===== config.mk =====
export PLATFORM = sky130hd
export DESIGN_NAME = pattern_out_buffer
export DESIGN_NICKNAME = d
export VERILOG_FILES = /design/src/rtl/pob_pkg.sv /design/src/rtl/pob_ctrl.sv /design/src/rtl/pob_datapath.sv /design/src/rtl/pattern_out_buffer.sv
export SDC_FILE = /design/constraint.sdc
export NUM_CORES = 1
export LEC_CHECK = 0
export CAP_MARGIN = 20
export CORE_ASPECT_RATIO = 2
export CORE_MARGIN = 5
export CORE_UTILIZATION = 47
export DETAILED_ROUTE_END_ITERATION = 8
export DONT_BUFFER_PORTS = 1
export SYNTH_ARGS = -nofsm -noshare
export SYNTH_HDL_FRONTEND = slang
export SYNTH_SLANG_ARGS = --single-unit

===== constraint.sdc =====
create_clock -name clk -period 2.2 [get_ports clk]
set_clock_uncertainty 0.2 [all_clocks]
set_input_delay 0.11 -clock clk [delete_from_list [all_inputs] [get_ports clk]]
set_output_delay 0.11 -clock clk [all_outputs]
set_load 0.05 [all_outputs]

===== src/rtl/pob_pkg.sv =====
package pob_pkg;
  localparam int GROUPS  = 4;
  localparam int NIB     = 4;
  localparam int TRIGS   = 4;
  localparam int SEL_W   = $clog2(TRIGS);
  localparam int ADDR_W  = 3;
  localparam int DATA_W  = 8;
  localparam int PORT_W  = GROUPS * NIB;
  localparam int PAIRS   = GROUPS / 2;
  localparam int LANES   = DATA_W / NIB;

  localparam logic [ADDR_W-1:0] OFF_PORT_LO = 3'd0;
  localparam logic [ADDR_W-1:0] OFF_PORT_HI = 3'd1;
  localparam logic [ADDR_W-1:0] OFF_SEL     = 3'd2;
  localparam logic [ADDR_W-1:0] OFF_OEN     = 3'd3;

  typedef struct packed {
    logic [GROUPS-1:0] ndLoad;
    logic [GROUPS-1:0] ndUseHi;
    logic [GROUPS-1:0] xfer;
    logic [PAIRS-1:0]  portByteWr;
    logic              clear;
  } strobe_t;
endpackage


===== src/rtl/pob_ctrl.sv =====
module pob_ctrl
  import pob_pkg::*;
(
  input  logic                          clk,
  input  logic                          rstN,
  input  logic                          standby,
  input  logic [ADDR_W-1:0]             busAddr,
  input  logic                          busWr,
  input  logic [DATA_W-1:0]             busWrData,
  input  logic [TRIGS-1:0]              trig,
  input  logic [GROUPS-1:0][NIB-1:0]    ndQ,
  input  logic [PORT_W-1:0]             portQ,
  output strobe_t                       str,
  output logic [DATA_W-1:0]             busRdData
);
  logic [GROUPS-1:0][SEL_W-1:0] selQ;
  logic [GROUPS-1:0]            oenQ;
  logic [PAIRS-1:0]             pairShared;
  logic [PAIRS-1:0]             wrPri, wrSec;
  logic [PAIRS-1:0][DATA_W-1:0] rdPri, rdSec;
  localparam logic [NIB-1:0]    RSV = '1;

  always_ff @(posedge clk or negedge rstN) begin
    if (!rstN) begin
      selQ <= '0;
      oenQ <= '0;
    end else if (standby) begin
      selQ <= '0;
      oenQ <= '0;
    end else if (busWr) begin
      if (busAddr == OFF_SEL) selQ <= busWrData[GROUPS*SEL_W-1:0];
      if (busAddr == OFF_OEN) oenQ <= busWrData[GROUPS-1:0];
    end
  end

  for (genvar p = 0; p < PAIRS; p++) begin : g_pair
    localparam logic [ADDR_W-1:0] PRI = ADDR_W'(5 - p);
    localparam logic [ADDR_W-1:0] SEC = ADDR_W'(7 - p);
    assign pairShared[p] = (selQ[2*p+1] == selQ[2*p]);
    assign wrPri[p] = busWr && (busAddr == PRI);
    assign wrSec[p] = busWr && (busAddr == SEC);
    assign rdPri[p] = pairShared[p] ? {ndQ[2*p+1], ndQ[2*p]} : {RSV, ndQ[2*p+1]};
    assign rdSec[p] = pairShared[p] ? {RSV, RSV} : {RSV, ndQ[2*p]};

    a_r5_reserved_ones: assert property (@(posedge clk) disable iff (!rstN)
      (pairShared[p] && busAddr == SEC) |-> busRdData == 8'hFF);
  end

  always_comb begin
    str = '0;
    str.clear = standby;
    str.portByteWr[0] = busWr && (busAddr == OFF_PORT_LO);
    str.portByteWr[1] = busWr && (busAddr == OFF_PORT_HI);
    for (int p = 0; p < PAIRS; p++) begin
      str.ndLoad[2*p+1]  = wrPri[p];
      str.ndUseHi[2*p+1] = pairShared[p];
      str.ndLoad[2*p]    = pairShared[p] ? wrPri[p] : wrSec[p];
    end
    for (int g = 0; g < GROUPS; g++) begin
      str.xfer[g] = oenQ[g] && trig[selQ[g]];
    end
  end

  always_comb begin
    busRdData = '0;
    case (busAddr)
      OFF_PORT_LO: busRdData = portQ[DATA_W-1:0];
      OFF_PORT_HI: busRdData = portQ[PORT_W-1:DATA_W];
      OFF_SEL:     busRdData = selQ;
      OFF_OEN:     busRdData = {{(DATA_W-GROUPS){1'b0}}, oenQ};
      3'd4:        busRdData = rdPri[1];
      3'd5:        busRdData = rdPri[0];
      3'd6:        busRdData = rdSec[1];
      default:     busRdData = rdSec[0];
    endcase
  end

  a_r9_standby_clears: assert property (@(posedge clk) disable iff (!rstN)
    standby |=> (selQ == '0 && oenQ == '0));
endmodule


===== src/rtl/pob_datapath.sv =====
module pob_datapath
  import pob_pkg::*;
(
  input  logic                       clk,
  input  logic                       rstN,
  input  strobe_t                    str,
  input  logic [DATA_W-1:0]          busWrData,
  output logic [GROUPS-1:0][NIB-1:0] ndQ,
  output logic [GROUPS-1:0][NIB-1:0] portQ
);
  for (genvar g = 0; g < GROUPS; g++) begin : g_grp
    localparam int BI   = g / LANES;
    localparam int LANE = g % LANES;

    always_ff @(posedge clk or negedge rstN) begin
      if (!rstN)              ndQ[g] <= '0;
      else if (str.ndLoad[g]) ndQ[g] <= str.ndUseHi[g] ? busWrData[DATA_W-1 -: NIB]
                                                        : busWrData[NIB-1:0];
    end

    always_ff @(posedge clk or negedge rstN) begin
      if (!rstN)                      portQ[g] <= '0;
      else if (str.clear)             portQ[g] <= '0;
      else if (str.xfer[g])           portQ[g] <= ndQ[g];
      else if (str.portByteWr[BI])    portQ[g] <= busWrData[LANE*NIB +: NIB];
    end

    a_r2_transfer: assert property (@(posedge clk) disable iff (!rstN)
      (str.xfer[g] && !str.clear) |=> portQ[g] == $past(ndQ[g]));
    a_r3_hold: assert property (@(posedge clk) disable iff (!rstN)
      (!str.xfer[g] && !str.clear && !str.portByteWr[BI]) |=> $stable(portQ[g]));
    a_r9_nd_retained: assert property (@(posedge clk) disable iff (!rstN)
      !str.ndLoad[g] |=> $stable(ndQ[g]));
  end
endmodule


===== src/rtl/pattern_out_buffer.sv =====
module pattern_out_buffer
  import pob_pkg::*;
(
  input  logic              clk,
  input  logic              rstN,
  input  logic              standby,
  input  logic [2:0]        busAddr,
  input  logic              busWr,
  input  logic [7:0]        busWrData,
  output logic [7:0]        busRdData,
  input  logic [3:0]        trig,
  output logic [15:0]       portOut
);
  strobe_t                    str;
  logic [GROUPS-1:0][NIB-1:0] ndQ;
  logic [GROUPS-1:0][NIB-1:0] portQ;

  pob_ctrl ctrl_i (
    .clk(clk), .rstN(rstN), .standby(standby), .busAddr(busAddr),
    .busWr(busWr), .busWrData(busWrData), .trig(trig), .ndQ(ndQ),
    .portQ(portQ), .str(str), .busRdData(busRdData)
  );

  pob_datapath dp_i (
    .clk(clk), .rstN(rstN), .str(str), .busWrData(busWrData),
    .ndQ(ndQ), .portQ(portQ)
  );

  assign portOut = portQ;
endmodule


* Yosys cells after proc, flatten, opt, wreduce, memory -nomap -nowiden
Index checks and enable logic that the tools add are counted.
** Word-level totals
- Register bits after elaboration :: 44
- Input bits :: 19
- Output and inout port bits :: 24
- Logic and storage cells :: 81
** Cells by class
- $lt $le $gt $ge :: 4
- Equal/unequal tests :: 9
- Mux-type cells :: 35
- Reduce and logical (&&, ||, !) cells :: 20
** Operators with widths (count)
- 4-bit two-way mux :: 19
- 8-bit one-hot mux with 7 select lines :: 1
- 8-bit two-way mux :: 5
- 3-bit equality test, second input constant :: 4
- 2-bit by 3-bit < comparator with 1-bit output, second input constant :: 4
- 3-bit nonzero test :: 4
- 1-bit logical AND :: 10
- 1-bit binary-select mux with 2-bit select :: 4
- 3-bit by 2-bit equality test with 1-bit output, second input constant :: 2
- 1-bit two-way mux :: 6
- 2-bit nonzero test :: 3
- 2-bit equality test :: 2
- 2-bit AND reduction :: 2
- 3-bit by 1-bit equality test with 1-bit output, second input constant :: 1
- 3-bit zero test :: 1

* Depth between registers and ports, before layout
- Depth in word-level cells :: 5
- Depth in mapped cells :: 7
- Gate-level depth less buffers :: 4

* Hierarchy
Synthesis repeated with hierarchy kept, for this count alone.
** Second synthesis, totals
- Cells, all modules :: 316
- Area total of the unflattened synthesis :: 3055.4 um2
** By module, submodules not included
- pob_datapath :: instances 1, cells each 144, area an instance 1562.7 um2, sequential area each 800.8 um2
- pob_ctrl :: instances 1, cells each 172, area an instance 1492.7 um2, sequential area each 300.3 um2

* Least setup slack after synthesis
Ideal clock, no wire load.
- Path type :: register -> output
- From :: register ctrl_i.selQ[0] in the netlist's numbering
- To :: output busRdData[0]
- Arrival :: 2.047 ns
- Required time :: 1.890 ns
- Setup slack :: -0.157 ns
- Stages on the path, launching flop included :: 5
- Cells stage by stage :: dfrtp_1 > xnor2_1 > nand2_1 > and4_1 > a32oi_1
** Between the ends
- Longest elaborated chain between the ends :: 3
- Elaborated cells on any way between the ends :: 4
- Classes of those cells :: 1 x eq/ne; 3 x mux
** RTL lines
- from (decl) :: line pob_ctrl.sv:16 : logic [GROUPS-1:0][SEL_W-1:0] selQ;
- from (signal assigned) :: line pob_ctrl.sv:31 : if (busAddr == OFF_SEL) selQ <= busWrData[GROUPS*SEL_W-1:0];
- 2-bit equality test :: line pob_ctrl.sv:39 : assign pairShared[p] = (selQ[2*p+1] == selQ[2*p]);
- 4-bit two-way mux / 8-bit two-way mux (equally long branches) :: line pob_ctrl.sv:43, pob_ctrl.sv:42
- 8-bit one-hot mux with 7 select lines * :: line pob_ctrl.sv:66 : case (busAddr)
- to (decl) :: line pattern_out_buffer.sv:10 : output logic [7:0] busRdData,
Every way passes the cells marked *; elsewhere a longest branch is shown, timed or not.

* Worst setup path after layout
- From :: register ctrl_i.selQ[1] in the netlist's numbering
- To :: output busRdData[2]
** Between the ends
- Longest elaborated chain between the ends :: 3
- Elaborated cells on any way between the ends :: 4
- Classes of those cells :: 1 x eq/ne; 3 x mux
** RTL lines (line)
- 2-bit equality test * :: pob_ctrl.sv:39
- 4-bit two-way mux / 8-bit two-way mux (equally long branches) :: pob_ctrl.sv:43, pob_ctrl.sv:42
- 8-bit one-hot mux with 7 select lines * :: pob_ctrl.sv:66
Marks and branches as above.

==> summary.md <==
| Metric | Value |
|---|---|
| Number of global-route vias before repair | `2588` |
| Slew at the pin closest to its max-slew limit | `0.558 ns` |
| First-pass detailed-route iteration total | `5` |
| Data arrival time at the worst-slack endpoint | `1.87 ns` |
| Number of nets in the synthesized netlist | `310` |
| Leading cell types by count after synthesis | `44 x sky130_fd_sc_hd__dfrtp_1, 43 x sky130_fd_sc_hd__nor2_1, 36 x sky130_fd_sc_hd__mux2i_1, 25 x sky130_fd_sc_hd__o21ai_0, 20 x sky130_fd_sc_hd__nand2_1` |
| Vias after detailed routing | `2528` |
| Dominant cell type by area after synthesis | `sky130_fd_sc_hd__dfrtp_1` |
| Min cycle time layout | `2.18 ns` |
| Endpoints failing setup | `0` |
| Sort of element at the start of the critical path | `flop` |
| CTS Buf Count | `5` |
| Unique masters post-synth | `40` |
| Wire length of the first global-routing pass | `14400 um` |
| Post-detailed-routing wire length | `8970 um` |
| Clock latency of the later-clocked register in the worst-skew pair | `0.29 ns` |
| Placed Instance Area | `3090 um^2` |
| Setup Crit Path Kind | `flop to output pin` |
| Flip-flop cell with the highest count after synthesis | `sky130_fd_sc_hd__dfrtp_1` |
| Minimum setup slack among reg-to-reg paths | `0.07 ns` |
| Initial antenna violation count | `1` |
| Antenna violation net count after detailed routing | `0` |
| Maximum count of clock buffers along a single path | `2` |
| DRC violation total after the first TritonRoute iteration | `158` |
| Total number of nets in the final design | `356` |
| Average vias per placed instance | `6.29` |
| Number of buffers inserted by port buffering | `0` |
| Peak clock frequency supported by timing | `458 MHz` |
| Kind of path behind the tightest hold check | `input pin to flop` |
| Leading cell type by number of instances after synthesis | `sky130_fd_sc_hd__dfrtp_1` |
| Post-Syn Area | `2820 um^2` |
| WP data required | `1.89 ns` |
| Largest cells by area after synthesis | `sky130_fd_sc_hd__dfrtp_1 39%, sky130_fd_sc_hd__mux2i_1 13%, sky130_fd_sc_hd__nor2_1 5.7%` |
| Final number of hold-violating endpoints | `0` |
| Fraction of layout cells with a size suffix above 1 | `24.3%` |
| Layout Cell Area excl Fill | `3550 um^2` |
| Detailed placer's ending HPWL | `6300 um` |
| Starting density of the core | `47.7%` |
| Vertical die dimension | `120 um` |
| Die Wd | `64.8 um` |
| Setup repair after global routing missed its margin | `yes` |
| Top-area cell type share of the netlist area | `39.1%` |
| Number of rows in the core area | `40` |
| Power density over the cells | `648 nW/um^2` |
| Critical path capture point type | `output pin` |
| Floorplan core area | `5910 um^2` |
| Fin. max-slew vios | `0` |
| Mapped Cells | `291` |
| Max cap viols | `0` |
| Boundary pin count | `43` |
| DRC | `0` |
| Number of H-tree branching levels | `2` |
| Clock sinks | `44` |
| Worst slew margin relative to its limit | `62.5%` |
| Seq cells post-synth | `44` |
| Status | `finished clean` |
| FF-to-FF Start | `ctrl_i.selQ[4]` |
| CP startpoint | `ctrl_i.selQ[1]` |
| Share of synthesized flip-flops with an asynchronous set or reset | `100%` |
| Final RePlAce weighted congestion | `0.892` |
| Worst setup endpoint | `busRdData[2]` |
| Crit Path Max Fanout | `6` |
| Leakage power of the design | `0.00147 uW` |
| Number of enable-type register cells in the synthesized netlist | `0` |
| Maximum number of pins on one net before global-route repair | `45` |
| Fillers | `515` |
| Clock Pin Slew Worst Setup and Hold Paths | `0.06 ns` |
| TritonCTS clock tree | `built` |
| Capture point of the worst reg-to-reg path | `dp_i.ndQ[8]` |
| Length in cells of the worst reg-to-reg path | `4` |
| Drt wl/cell | `22.3 um` |
| Area growth from synthesis to layout | `25.9%` |
| Core utilization of the finished layout | `60.1%` |
| Power, Total | `2300 uW` |
| Library cell used as clock root buffer | `sky130_fd_sc_hd__clkbuf_16` |
| Global Route Usage Sum | `24.6%` |
| Number of warnings issued by yosys | `0` |
| Sequential share of the synthesized area | `39.1%` |
| Portion of the clock cycle consumed by the worst path in the final layout | `99.2%` |
| Synth Area per Inst | `9.68 um^2` |
| Maximum resistive drop on vdd | `513 uV` |
| DIE AREA | `7740 um^2` |
| Grt total ovfl | `0` |
[metal layers]
metal,GRT usage (%),vias up,share of wire [%]
li1,-,1161,-
met1,29.9,1246,39
met2,40.4,97,51
met3,4.68,24,6.2
met4,12.7,0,3.6
met5,0,-,0
[how the worst min path moves through the flow]
stage	start	end	cells past startpoint
after floorplan	rstN	ctrl_i.oenQ[0]	0
after global placement	rstN	dp_i.portQ[12]	0
after detailed placement	rstN	dp_i.portQ[12]	0
after CTS	busAddr[1]	dp_i.ndQ[10]	3
after global routing	busAddr[1]	dp_i.ndQ[10]	3
final	busAddr[0]	dp_i.ndQ[3]	3
[per-stage QoR]
stage,setup slack [ns],hold slack [ns],std cells,setup TNS [ns]
after CTS,0.0479,0.00312,397,0
after global placement,0.202,-0.384,374,0
final,0.0173,0.0130,402,0
after global routing,-0.0642,0.0170,402,-0.222
after floorplan,-0.157,-0.386,291,-0.628
after detailed placement,0.146,-0.384,374,0
[worst max-delay path: stages (launching register included)]
cell and delay, ns:
sky130_fd_sc_hd__dfrtp_2 0.47, sky130_fd_sc_hd__xor2_2 0.23, sky130_fd_sc_hd__nor3_1 0.25, sky130_fd_sc_hd__o21ai_0 0.14, sky130_fd_sc_hd__a32oi_1 0.25, sky130_fd_sc_hd__buf_4 0.23
[registers in the layout, indices dropped and copies added, names as in the netlist]
register,flops
ctrl_i.selQ,8
ctrl_i.oenQ,4
dp_i.ndQ,16
dp_i.portQ,16
[kinds of logic after synthesis]
logic type	Yosys count	share of synthesized area, %
XOR/XNOR	8	2.49
multiplexers	52	20.9
AND/OR/NAND/NOR	91	15.5
AO/OA/AOI/OAI	76	18.4
buffers and inverters	20	3.60
flip-flops	44	39.1
[layout by cell type (no fill, tap or decap), types with 3 or more instances in the layout]
master and count:
sky130_fd_sc_hd__a211oi_1 16, sky130_fd_sc_hd__a21oi_1 4, sky130_fd_sc_hd__a22oi_1 8, sky130_fd_sc_hd__a31oi_1 4, sky130_fd_sc_hd__a32oi_1 4, sky130_fd_sc_hd__buf_4 38, sky130_fd_sc_hd__clkbuf_16 5, sky130_fd_sc_hd__dfrtp_1 40
sky130_fd_sc_hd__dfrtp_2 4, sky130_fd_sc_hd__dlygate4sd3_1 14, sky130_fd_sc_hd__inv_1 5, sky130_fd_sc_hd__mux2_2 12, sky130_fd_sc_hd__mux2i_1 36, sky130_fd_sc_hd__mux4_2 3, sky130_fd_sc_hd__nand2_1 18, sky130_fd_sc_hd__nand2b_1 4
sky130_fd_sc_hd__nand3_1 5, sky130_fd_sc_hd__nor2_1 43, sky130_fd_sc_hd__nor2b_1 4, sky130_fd_sc_hd__nor3_1 5, sky130_fd_sc_hd__o211a_1 4, sky130_fd_sc_hd__o21ai_0 21, sky130_fd_sc_hd__o21ai_1 4, sky130_fd_sc_hd__o22ai_1 4
sky130_fd_sc_hd__xnor2_4 3
[layout make-up]
class	instances	area [um^2]	area share (%)
diodes	1	2.50	0.0705
clock buffers	7	143	4.02
clock inverters	1	7.51	0.212
inverters	5	18.8	0.529
multi-input cells	227	1710	48.2
flip-flops and latches	44	1110	31.2
well taps	63	78.8	2.22
repair buffers	54	480	13.5
[report_power, final]
group / total [uW] / switching, uW / internal, uW
Sequential: 992 / 97.3 / 894
Clock: 762 / 310 / 452
Combinational: 544 / 322 / 222
[timing repair]
item | in CTS | in global routing
hold buffers | 15 | 0
pin swaps | 0 | 3
hold endpoints to repair | 88 | 0
resized for setup | 5 | 16
endpoints found under the setup margin | 4 | 8
buffers inserted | 0 | 3
gates cloned | 0 | 0
No activity file was read; power rests on OpenSTA's default activity.
